<file path="config.mk">
export PLATFORM = sky130hd
export DESIGN_NAME = recloser_seq
export DESIGN_NICKNAME = d
export VERILOG_FILES = /design/src/rtl/recloser_seq.sv
export SDC_FILE = /design/constraint.sdc
export NUM_CORES = 1
export LEC_CHECK = 0
export ABC_AREA = 0
export BUFFER_PORTS_ARGS = -buffer_cell sky130_fd_sc_hd__buf_4
export CORE_ASPECT_RATIO = 0.7
export CORE_MARGIN = 5
export CORE_UTILIZATION = 50
export CTS_CLUSTER_SIZE = 10
export DETAILED_ROUTE_END_ITERATION = 8
export GPL_ROUTABILITY_DRIVEN = 1
export MAX_ROUTING_LAYER = met4
export PLACE_DENSITY = 0.7
export SLEW_MARGIN = 20
export SYNTH_ARGS = -nofsm -noshare
export SYNTH_HDL_FRONTEND = slang
export SYNTH_SLANG_ARGS = --single-unit
</file>
<file path="constraint.sdc">
create_clock -name clk -period 2.2 [get_ports clk]
set_clock_uncertainty 0.1 [all_clocks]
set_input_delay 0.33 -clock clk [delete_from_list [all_inputs] [get_ports clk]]
set_output_delay 0.33 -clock clk [all_outputs]
set_load 0.005 [all_outputs]
</file>
<file path="src/rtl/recloser_seq.sv">
module recloser_seq #(
  parameter int OPEN1_TICKS = 30,
  parameter int OPEN2_TICKS = 120,
  parameter int OPEN3_TICKS = 300,
  parameter int RESET_TICKS = 300
) (
  input  logic       clk,
  input  logic       rst_n,
  input  logic       tick_i,
  input  logic       initiate_i,
  input  logic       brk_closed_i,
  input  logic       current_i,
  input  logic       enable_i,
  input  logic       hiset_i,
  input  logic       manual_open_i,
  output logic       close_o,
  output logic [1:0] state_o,
  output logic [1:0] shot_o
);
  localparam int MAXO = (OPEN1_TICKS > OPEN2_TICKS) ?
                        ((OPEN1_TICKS > OPEN3_TICKS) ? OPEN1_TICKS : OPEN3_TICKS) :
                        ((OPEN2_TICKS > OPEN3_TICKS) ? OPEN2_TICKS : OPEN3_TICKS);
  localparam int MAXT = (MAXO > RESET_TICKS) ? MAXO : RESET_TICKS;
  localparam int TW   = $clog2(MAXT + 1);
  localparam logic [TW-1:0] L1 = TW'(OPEN1_TICKS - 1);
  localparam logic [TW-1:0] L2 = TW'(OPEN2_TICKS - 1);
  localparam logic [TW-1:0] L3 = TW'(OPEN3_TICKS - 1);
  localparam logic [TW-1:0] LR = TW'(RESET_TICKS - 1);

  typedef enum logic [1:0] {ST_RESET = 2'b00, ST_CYCLE = 2'b01, ST_LOCK = 2'b10} st_t;

  st_t           st;
  logic          reclaim;
  logic [TW-1:0] tmr;
  logic [TW-1:0] open_last;
  logic          force_lock, dead_ok;

  assign force_lock = !enable_i || hiset_i || manual_open_i;
  assign dead_ok    = !brk_closed_i && !current_i && !initiate_i;
  assign open_last  = (shot_o == 2'd0) ? L1 : (shot_o == 2'd1) ? L2 : L3;
  assign state_o    = st;

  always_ff @(posedge clk or negedge rst_n) begin
    if (!rst_n) begin
      st      <= ST_RESET;
      reclaim <= 1'b0;
      tmr     <= '0;
      shot_o  <= 2'd0;
      close_o <= 1'b0;
    end else if (tick_i) begin
      close_o <= 1'b0;
      if (force_lock) begin
        st      <= ST_LOCK;
        reclaim <= 1'b0;
        tmr     <= '0;
      end else begin
        case (st)
          ST_RESET: begin
            tmr <= '0;
            if (initiate_i && brk_closed_i) begin
              st      <= ST_CYCLE;
              reclaim <= 1'b0;
              shot_o  <= 2'd0;
            end else if (!brk_closed_i) begin
              st <= ST_LOCK;
            end
          end
          ST_CYCLE: begin
            if (!reclaim) begin
              if (dead_ok) begin
                if (tmr == open_last) begin
                  close_o <= 1'b1;
                  shot_o  <= shot_o + 2'd1;
                  reclaim <= 1'b1;
                  tmr     <= '0;
                end else begin
                  tmr <= tmr + 1'b1;
                end
              end else begin
                tmr <= '0;
              end
            end else if (initiate_i) begin
              tmr <= '0;
              if (shot_o == 2'd3) st <= ST_LOCK;
              else reclaim <= 1'b0;
            end else if (brk_closed_i) begin
              if (tmr == LR) begin
                st      <= ST_RESET;
                reclaim <= 1'b0;
                shot_o  <= 2'd0;
                tmr     <= '0;
              end else begin
                tmr <= tmr + 1'b1;
              end
            end else begin
              tmr <= '0;
            end
          end
          default: begin
            if (brk_closed_i) begin
              if (tmr == LR) begin
                st      <= ST_RESET;
                reclaim <= 1'b0;
                shot_o  <= 2'd0;
                tmr     <= '0;
              end else begin
                tmr <= tmr + 1'b1;
              end
            end else begin
              tmr <= '0;
            end
          end
        endcase
      end
    end
  end

  a_r9_frozen_between_ticks: assert property (@(posedge clk) disable iff (!rst_n)
    !tick_i |=> $stable(state_o) && $stable(shot_o) && $stable(close_o));

  a_r7_forced_lockout: assert property (@(posedge clk) disable iff (!rst_n)
    tick_i && force_lock |=> state_o == 2'b10 && !close_o);

  a_r2_enter_cycle: assert property (@(posedge clk) disable iff (!rst_n)
    tick_i && !force_lock && state_o == 2'b00 && initiate_i && brk_closed_i
    |=> state_o == 2'b01 && shot_o == 2'd0);

  a_r3_open_in_reset: assert property (@(posedge clk) disable iff (!rst_n)
    tick_i && !force_lock && state_o == 2'b00 && !brk_closed_i |=> state_o == 2'b10);

  a_r5_single_close: assert property (@(posedge clk) disable iff (!rst_n)
    tick_i && close_o |=> !close_o);

  a_r5_close_in_cycle: assert property (@(posedge clk) disable iff (!rst_n)
    $rose(close_o) |-> state_o == 2'b01 && shot_o != 2'd0);

  a_r8_reset_has_no_shots: assert property (@(posedge clk) disable iff (!rst_n)
    state_o == 2'b00 |-> shot_o == 2'd0);
endmodule

</file>
Word level (Yosys, flattened, before mapping)
Cells that the tools add are included.

Register bits: 15. Latch bits: 0. Bits in writable memories: 0. Bits in read-only memories: 0. Output and inout bits: 5. Word-level logic and storage cells: 79. Memories kept: 0.

$add $sub $neg: 2. Multiply operators: 0. Div/mod/pow operators: 0. Order comparisons: 0. Equal/unequal tests: 13. Shifts and indexed selects: 0. Muxes and demuxes: 42. Bitwise logic cells: 1. Reduce and logical (&&, ||, !) cells: 16.

Operator list (number): $mux 9 (9); $mux 2 (15); $pmux 9 s2 (1); $ne 3x3->1 const B (5); $mux 1 (14); $add 9x1->9 const B (1); $eq 9x9->1 (1); $eq 9x9->1 const B (1); $ne 4x4->1 const B (2); $pmux 2 s2 (2); $reduce_and 4->1 (2); $reduce_bool 4->1 (2); $reduce_and 6->1 (1); $eq 2x1->1 const B (2); $logic_not 1->1 (4); $logic_not 2->1 (2); $logic_and 1x1->1 (3); $add 2x1->2 const B (1); $eq 2x2->1 const B (1); $logic_or 1x1->1 (2); $ne 2x2->1 const B (1); $pmux 1 s2 (1); $not 1->1 (1).

Depth between registers and ports, before layout
Gate-level depths: netlist of run 1.

Word-level depth: 9. Depth in mapped cells: 7.

Least setup slack after synthesis of run 1
OpenSTA, ideal clock, no wires.

Kind: register to register. Start point: reg shot_o[0]. End point: reg shot_o[1]. Arrival: 1763 ps. Data required time: 1965 ps. Slack: 203 ps. Cell stages (with the launch flop): 8. Buffers on the path: 0. Path through: dfrtp_1 inv_1 ha_1 or4b_1 o22ai_2 nand3_2 o211ai_1 o211ai_1.

Word-level cells in the longest chain between the ends: 6.

Ends and longest elaborated chain: start, declared (line 18) `output logic [1:0] shot_o`; start signal, assigned (line 73) `shot_o <= shot_o + 2'd1;`; $eq 2x1->1 (line 40) `assign open_last = (shot_o == 2'd0) ? L1 : (shot_o == 2'd1) ? L2 : L3;`; $mux 9 (2 in series) (line 40); $eq 9x9->1 (line 71) `if (tmr == open_last) begin`; $ne 3x3->1 (no source line); $reduce_and 6->1 (no source line).

Parallel ways exist; a longest one is shown, timed or not. The select of a mux whose other input is x is not followed. A chain may end at the register's enable or synchronous reset.

Worst setup path in the final report of run 1
Same ends and word-level chain as after synthesis.

==> results of run 1 <==
[metal layers]
metal | part of all wire (%) | GRT usage [%]
met5 | 0 | -
met4 | 0.58 | 3.82
met3 | 7.9 | 4.05
met2 | 44 | 27.9
met1 | 47 | 26.3
[sequential cells by signal (all words and copies together), names as in the netlist]
signal,count
reclaim,1
tmr,9
state_o,2
close_o,1
shot_o,2
[how the worst max path moves through the flow]
stage	startpoint	endpoint	depth (start not counted)
after CTS	shot_o[0]$_DFFE_PN0P_	shot_o[0]$_DFFE_PN0P_	7
after global routing	shot_o[0]$_DFFE_PN0P_	shot_o[1]$_DFFE_PN0P_	6
final	shot_o[0]$_DFFE_PN0P_	shot_o[1]$_DFFE_PN0P_	6
after detailed placement	shot_o[0]$_DFFE_PN0P_	tmr[4]$_DFFE_PN0P_	7
after floorplan	shot_o[0]$_DFFE_PN0P_	shot_o[1]$_DFFE_PN0P_	7
after global placement	shot_o[0]$_DFFE_PN0P_	shot_o[0]$_DFFE_PN0P_	7
[cell families (layout without fill, tap and decap cells)]
kind of cell             count (synthesis)  count (layout)
XOR/XNOR                                 4               4
AO/OA/AOI/OAI                           47              47
AND/OR/NAND/NOR                         58              58
adder cells (fa/ha/maj)                  5               5
flip-flops                              15              15
buffers and inverters                   16              34
[Yosys cell counts, drive strengths merged, types with 4 or more instances]
| cell | count | share of area (%) |
|---|---|---|
| nor2b | 4 | 2.0 |
| a21oi | 6 | 2.4 |
| o21ai | 14 | 5.6 |
| o22ai | 4 | 2.5 |
| clkbuf | 4 | 2.8 |
| dfrtp | 15 | 30 |
| nor3 | 4 | 2.0 |
| nand3 | 4 | 2.0 |
| a221oi | 4 | 2.8 |
| o211ai | 4 | 2.8 |
| nand2 | 9 | 2.7 |
| inv | 9 | 2.7 |
| nor2 | 9 | 2.7 |
| ha | 5 | 5.0 |
[worst max-delay path: cells and delay by family, from the launching register on]
family	cells	cell delay, ns
and+or+nand+nor	2	0.69
AOI/OAI and AO/OA	3	0.52
DFF	1	0.46
adders and majority gates	1	0.24
[power breakdown]
group	leakage, nW	internal (W)	total [W]	switching (W)
sequential	0.199	0.000280	0.000283	0.00000343
combinational	0.357	0.0000451	0.000104	0.0000589
clock	0.0177	0.0000679	0.000173	0.000105
[metrics by stage]
stage | setup slack, ns | instance area [um2] | power, W
2_1_floorplan | 0.203 | 1260 | 0.000341
3_3_place_gp | 0.133 | 1390 | 0.000381
3_5_place_dp | 0.0189 | 1390 | 0.000384
4_1_cts | 0.0161 | 1430 | 0.000560
5_1_grt | -0.00116 | 1490 | 0.000586
6_report | 0.0766 | 1490 | 0.000561
[timing repair]
action / CTS / global route
endpoints found under the hold margin: 15 / 0
endpoints found under the setup margin: 3 / 8
resized for setup: 0 / 13
pin swaps: 1 / 7
hold buffers: 1 / 0
[layout make-up]
| class | instances | area share (%) |
|---|---|---|
| Clock inverter | 1 | 0.336 |
| Inverter | 9 | 2.27 |
| Sequential cell | 15 | 25.3 |
| Clock buffer | 3 | 1.51 |
| Multi-Input combinational cell | 114 | 57.0 |
| Timing Repair Buffer | 21 | 10.7 |
| Tap cell | 34 | 2.85 |
==> flow_summary.yaml, run 1 <==
synth:
  yosysSeqAreaShare_pct: 29.8
  synthCells: 145
  async_flop_share_pct: 100
  synth_edf_count: 0
  yosysUniqueCellTypes: 54
  synth_top_family_by_area: "simple AND/OR/NAND/NOR gates"
  synthSimpleGateAreaFrac_pct: 28.7
  yosys_warnings: 0
  synthesis.area_um2: 1260
  syn_nets: 159
  synthAdderAreaFrac_pct: 4.97
  synthXorXnorAreaFrac_pct: 2.78
  synth.area.mux_share_pct: 0
  syn_avg_cell_area_um2: 8.68
  synth-seq-cells: 15
  synth-compound-area-share_pct: 26.3
  synth_ff_type: "dfrtp_1"
drt:
  num_vias: 1218
  wl_per_cell_um: 16.7
  routed_wl_um: 3280
  via_per_inst: 6.18
  drc_errors: 0
  antenna_left: 0
  dr.pass1.iters: 4
  first_iter_violations: 83
final_layout:
  area_growth_pct: 18.4
  fin_util_pct: 61.1
  multi_input_area_um2: 850
  fillCellCount: 232
  diodes: 0
  layout_common_cells: "buf_4, dfrtp_1, o21ai_0"
  stdcell_count: 197
  seq_area_um2: 377
  final_common_cell: "buf_4"
  drive_above_1_share_pct: 26.4
  nNetsFinal: 178
setup_path:
  cp.arrival_ns: 2.22
  rr_worst_depth: 6
  max_stage_delay_ns: 0.55
  crit_path_start_kind: "flop"
  crit_top_cell: "o211ai_1"
  reg2reg_slack_ns: 0.08
  r2r_end: "shot_o[1]$_DFFE_PN0P_"
  crit_slowest_cell: "or4b_4"
  endpoint_kind: "flop"
  path_cells: "ha_1 > or4b_4 > o22ai_4 > nand3_4 > o211ai_1 > o211ai_1"
  path_max_fanout: 5
  cp.required_ns: 2.30
  timing.rr.start: "shot_o[0]$_DFFE_PN0P_"
  path_class: "reg -> reg"
cts:
  clk_latency_ns: 0.31
  cts_tree: "yes"
  clkSlewWorstSetupHoldPaths_ns: 0.11
  clock-sinks: 15
  root_buffer: "clkbuf_4"
  clock_path_buffers: 2
  cts_buffers: 3
  htreeDepth: 1
  post-cts-setup-buffers: 0
timing:
  fin_tns_setup_ns: 0
  setup_viol: 0
  hold_violations: 0
  finalCriticalPeriod_ns: 2.12
  fin_hold_ws_ns: 0.186
  fmax_ghz: 0.471
  worst_pin_slew_ns: 0.487
  finalCritPeriodShare_pct: 96.5
  relSlewSlack_pct: 67.2
  slew_viol_final: 0
floorplanning:
  initial_core_util_pct: 51.6
  core-area_um2: 2440
  rows: 15
  die_h_um: 52.0
  fp.dieW_um: 70.0
  dieArea_um2: 3640
  ioPinCount: 14
global_route:
  grt_max_degree: 16
  grt_antenna_before_repair: 0
  gr-total-overflow: 0
  groute.usage.overall_pct: 18.7
  grt_pass1_vias: 1101
  grt_pass1_wl_um: 5280
place:
  io_buffers: 13
  hpwl_um: 2410
  gp_congestion: 0.913
  post-place-cells: 192
worst_hold_path:
  hold_path_depth: 2
  hold_end: "tmr[3]$_DFFE_PN0P_"
  hold_start: "tick_i"
  hold_path.class: "in -> reg"
power_and_ir_drop:
  powerDensity_nw_per_um2: 376
  cellLeakagePower_nw: 0.574
  max-vdd-ir-drop_uv: 293
status:
  status: "finished, final reports clean"
flow_run:
  cap_violations: 0
Note: power is estimated with default switching activity, not from simulation.
==> run 2, diff against run 1 <==
Settings changed: PLACE_DENSITY 0.7 to 0.72.
Clock period 2.2 ns to 1.7 ns, I/O delays scaled along.
==> run 2 against run 1 <==
Net effect:
- power grew 39%
- cell area grew 26%
- utilization grew 16 points
- global-route usage grew 6.0 points
- via count grew 19%
- critical path type unchanged
- sequential power grew 30%
- the flow now finishes with violations (setup timing)
- count of clock-buffer cells in the layout grew 1
- cell count grew 19%
- largest power group unchanged
==> flow_summary.yaml, run 2 (synthesis results as in run 1) <==
status:
  status: "finished, violations left"
  violations: "setup timing"
place:
  dp_slack_ns: -0.389
  gp_congestion: 0.997
  io_buffers: 13
  hpwl_um: 2980
setup_path:
  path_cells: "inv_2 > ha_4 > or4b_4 > o22ai_4 > nand3_4 > a211oi_2 > o21ai_1"
  endpoint_kind: "flop"
  cp.arrival_ns: 2.16
  crit_path_start_kind: "flop"
  path_max_fanout: 5
  max_stage_delay_ns: 0.52
  critical_path_buf_inv_count: 1
  cp.required_ns: 1.78
  r2r_end: "tmr[2]$_DFFE_PN0P_"
  path_class: "reg -> reg"
  timing.rr.start: "shot_o[0]$_DFFE_PN0P_"
  reg2reg_slack_ns: -0.38
  crit_slowest_cell: "or4b_4"
  critical_path.top_delay_family: "simple AND/OR/NAND/NOR gates"
  rr_worst_depth: 7
  crit_start: "shot_o[0]$_DFFE_PN0P_"
timing:
  relSlewSlack_pct: 66.7
  slew_viol_final: 0
  setup_viol: 15
  worst_pin_slew_ns: 0.495
  hold_violations: 0
  finalCriticalPeriod_ns: 2.08
  finalCritPeriodShare_pct: 122
  fin_hold_ws_ns: 0.223
  worst_slack_ns: -0.376
  fmax_ghz: 0.482
  rsz0062_at_grt: "yes"
cts:
  cts_buffers: 3
  htreeDepth: 1
  clkSlewWorstSetupHoldPaths_ns: 0.11
  root_buffer: "clkbuf_4"
  cts_tree: "yes"
  clk_latency_ns: 0.30
  clock_path_buffers: 2
  clock-sinks: 15
final_layout:
  layout_common_cells: "buf_4, dfrtp_1, o21ai_1"
  largest_reg_flops: 9
  area_growth_pct: 48.7
  final_common_cell: "buf_4"
  fillCellCount: 172
  diodes: 0
  nNetsFinal: 215
  drive_above_1_share_pct: 48.0
  top_register: "tmr"
  fin_util_pct: 76.7
power_and_ir_drop:
  powerDensity_nw_per_um2: 416
  max-vdd-ir-drop_uv: 418
  pwr-share-seq_pct: 47.2
  cellLeakagePower_nw: 0.797
  p_total_w: 0.000779
  combPwrFrac_pct: 23.7
  p_clk_share_pct: 29.1
  p_sw_w: 0.000237
  p_int_w: 0.000541
  switching_share_pct: 30.5
worst_hold_path:
  hold_start: "tick_i"
  hold_path.class: "in -> reg"
  hold_end: "tmr[3]$_DFFE_PN0P_"
  hold_path_depth: 3
floorplanning:
  core-area_um2: 2440
  dieArea_um2: 3640
  initial_core_util_pct: 51.6
  die_h_um: 52.0
  ioPinCount: 14
  fp.dieW_um: 70.0
  rows: 15
flow_run:
  cap_violations: 0
global_route:
  grt_pass1_wl_um: 6730
  grt_antenna_before_repair: 0
  grt_max_degree: 16
  groute.usage.overall_pct: 24.7
  grt_pass1_vias: 1445
  gr-total-overflow: 0
drt:
  dr.pass1.iters: 4
  drc_errors: 0
  via_per_inst: 6.20
  routed_wl_um: 4230
  wl_per_cell_um: 18.1
  first_iter_violations: 103
  antenna_left: 0
  num_vias: 1450
## run 2: changes by cell type in the layout (fill, tap and decap cells not counted), sizes merged
cell    delta
clkbuf     +1
buf       +37
clkinv     -1
## run 2: layout make-up
class,instances,area [um2],area share (%)
clock buffer,4,26.3,1.40
timing repair buffer,58,449,24.0
multi-input combinational,114,943,50.4
tap,34,42.5,2.27
inverter,9,33.8,1.80
sequential,15,377,20.1
## run 2: worst reg2reg max path: cells and delay by family (launching register included)
kind / cells / cell delay [ns]
and+or+nand+nor: 2 / 0.66
AOI/OAI and AO/OA: 3 / 0.52
buffers and inverters: 1 / 0.07
DFF: 1 / 0.44
adders and majority gates: 1 / 0.16
## run 2: per-layer routing
| metal | GRT usage, % | share of wire, % | vias to the layer above |
|---|---|---|---|
| met3 | 5.98 | 7.9 | 29 |
| li1 | - | - | 653 |
| met5 | - | 0 | - |
| met1 | 30.5 | 43 | 689 |
| met4 | 11.8 | 4.8 | 0 |
| met2 | 38.7 | 44 | 79 |
## run 2: power groups by stage
stage                     Clock [W]  Combinational (W)  Sequential, W
after floorplan                   0          0.0000735       0.000375
after CTS                  0.000227           0.000172       0.000368
final                      0.000226           0.000184       0.000368
after global placement            0           0.000150       0.000373
after detailed placement          0           0.000158       0.000374
after global routing       0.000245           0.000200       0.000368
## run 2: worst max-delay path by stage
stage                            end  slack [ns]  depth (start not counted)
6_report          tmr[2]$_DFFE_PN0P_       -0.38                          7
5_1_grt           tmr[2]$_DFFE_PN0P_       -0.43                          7
4_1_cts        shot_o[1]$_DFFE_PN0P_       -0.38                          7
3_5_place_dp      tmr[4]$_DFFE_PN0P_       -0.39                          6
3_3_place_gp      tmr[2]$_DFFE_PN0P_       -0.30                          7
2_1_floorplan  shot_o[1]$_DFFE_PN0P_       -0.26                          7
## run 2: per-stage QoR
stage | TNS (ns) | instance area, um2 | cells
6_report | -4.04 | 1870 | 234
5_1_grt | -5.17 | 1870 | 234
4_1_cts | -3.92 | 1810 | 232
3_5_place_dp | -3.96 | 1670 | 225
3_3_place_gp | -2.97 | 1670 | 225
2_1_floorplan | -2.14 | 1290 | 145
## run 2: timing repair
action / CTS / global route
endpoints found under the setup margin: 15 / 15
buffers inserted: 2 / 2
hold buffers: 1 / 0
pin swaps: 10 / 5
gates resized for setup: 21 / 9
endpoints found under the hold margin: 15 / 0
==> run 3, diff against run 2 <==
Settings changed: CTS_BUF_LIST set to sky130_fd_sc_hd__clkbuf_8.
==> run 3 against run 2 <==
Net effect:
- the run still ends with setup timing left
- via count is 0.97% lower
- non-clock buffer count unchanged
- first-iteration DRC count is 9.7% higher
- cell count stayed put
- cell area fell by 0.53%
- utilization shrank 0.41 points
- critical path depth stayed put
- sequential power about the same
- maximum frequency hardly changed
==> flow_summary.yaml, run 3 (synthesis results as in run 1) <==
timing:
  fin_tns_setup_ns: -3.94
  finalCritPeriodShare_pct: 122
  fin_hold_ws_ns: 0.279
  slew_viol_final: 0
  relSlewSlack_pct: 66.8
  worst_slack_ns: -0.374
  fmax_ghz: 0.482
  rsz0062_at_grt: "yes"
  finalCriticalPeriod_ns: 2.07
  setup_viol: 15
  worst_pin_slew_ns: 0.485
  hold_violations: 0
global_route:
  groute.usage.overall_pct: 24.8
  grt_antenna_before_repair: 0
  grt_pass1_vias: 1457
  grt_max_degree: 16
  gr-total-overflow: 0
  grt_pass1_wl_um: 6780
final_layout:
  top_register: "tmr"
  area_growth_pct: 47.9
  stdcell_count: 234
  fillCellCount: 166
  largest_reg_flops: 9
  diodes: 0
  final_area_um2: 1860
  nNetsFinal: 215
  drive_above_1_share_pct: 45.5
  final_common_cell: "buf_4"
  layout_common_cells: "buf_4, dfrtp_1, o21ai_1"
place:
  post-place-cells: 225
  io_buffers: 13
  hpwl_um: 2980
  gp_congestion: 0.997
  place_area_um2: 1670
power_and_ir_drop:
  p_sw_w: 0.000238
  max-vdd-ir-drop_uv: 605
  pwr-share-seq_pct: 43.5
  combPwrFrac_pct: 21.0
  p_total_w: 0.000846
  switching_share_pct: 28.2
  p_int_w: 0.000608
  powerDensity_nw_per_um2: 454
  p_clk_share_pct: 35.5
  cellLeakagePower_nw: 0.804
setup_path:
  endpoint_kind: "flop"
  critical_path_buf_inv_count: 1
  critical_path.top_delay_family: "compound AO/OA/AOI/OAI gates"
  crit_slowest_cell: "or4b_4"
  path_class: "reg -> reg"
  crit_path_start_kind: "flop"
  path_max_fanout: 4
  cp.arrival_ns: 2.10
  max_stage_delay_ns: 0.52
  path_cells: "inv_2 > ha_4 > or4b_4 > o22ai_4 > a31oi_4 > o211ai_2 > o221ai_2"
  cp.required_ns: 1.73
drt:
  dr.pass1.iters: 4
  wl_per_cell_um: 17.4
  routed_wl_um: 4070
  num_vias: 1436
  drc_errors: 0
  first_iter_violations: 113
  antenna_left: 0
  via_per_inst: 6.14
floorplanning:
  initial_core_util_pct: 51.6
  ioPinCount: 14
  fp.dieW_um: 70.0
  rows: 15
  core-area_um2: 2440
  dieArea_um2: 3640
  die_h_um: 52.0
cts:
  clock-sinks: 15
  clock_path_buffers: 2
  htreeDepth: 1
  clkSlewWorstSetupHoldPaths_ns: 0.06
  root_buffer: "clkbuf_8"
  cts_tree: "yes"
  cts_buffers: 3
  clk_latency_ns: 0.26
status:
  violations: "setup timing"
  status: "finished, violations left"
worst_hold_path:
  hold_path.class: "in -> reg"
flow_run:
  cap_violations: 0
run 3: area by class of cell:
cell class	count	area [um2]	share of cell area [%]
clock buffer	3	41.3	2.22
clock inverter	1	3.75	0.202
inverter	9	33.8	1.81
multi-input combinational	114	915	49.1
sequential	15	377	20.2
tap	34	42.5	2.28
timing repair buffer	58	449	24.1
run 3: repair_timing:
action	CTS	global route
setup buffers	2	2
hold buffers	1	0
endpoints found under the hold margin	15	0
gates resized for setup	21	3
pin swaps	11	5
setup endpoints to repair	15	15
run 3: path summary, 6_finish.rpt:
path                                        from                endpoint  slack [ns]  cells past startpoint
max in group asynchronous                  rst_n   shot_o[0]$_DFFE_PN0P_        1.00                      2
setup reg to reg           shot_o[0]$_DFFE_PN0P_      tmr[4]$_DFFE_PN0P_       -0.37                      7
min in group asynchronous                  rst_n  state_o[0]$_DFFE_PN0P_        0.30                      2
hold / removal                            tick_i      tmr[3]$_DFFE_PN0P_        0.28                      3
setup / recovery           shot_o[0]$_DFFE_PN0P_      tmr[4]$_DFFE_PN0P_       -0.37                      7
hold reg to reg              close_o$_DFFE_PN0P_     close_o$_DFFE_PN0P_        0.42                      2
run 3: tightest hold or removal path: cells and delay by family:
kind                   cells  cell delay [ns]
AO/OA/AOI/OAI              1             0.08
buffers and inverters      2             0.27
run 3: metrics by stage:
| stage | utilization [%] | worst slack (ns) |
|---|---|---|
| 5_1_grt | 76.3 | -0.431 |
| 2_1_floorplan | - | -0.259 |
| 3_5_place_dp | 68.5 | -0.389 |
| 3_3_place_gp | 68.5 | -0.300 |
| 6_report | 76.3 | -0.374 |
| 4_1_cts | 75.1 | -0.397 |
run 3: power by group through the flow:
stage | registers [W] | logic [W] | clock network [W]
floorplan | 0.000375 | 0.0000735 | 0
global placement | 0.000373 | 0.000150 | 0
detailed placement | 0.000374 | 0.000158 | 0
CTS | 0.000368 | 0.000173 | 0.000305
global route | 0.000368 | 0.000193 | 0.000324
finish | 0.000368 | 0.000178 | 0.000301
run 3: per-layer routing:
metal	up-vias	track usage, %	wire, um
met2	81	39.2	1850
li1	656	-	-
met5	-	-	0
met4	0	8.92	106
met1	683	30.0	1740
met3	16	8.11	379
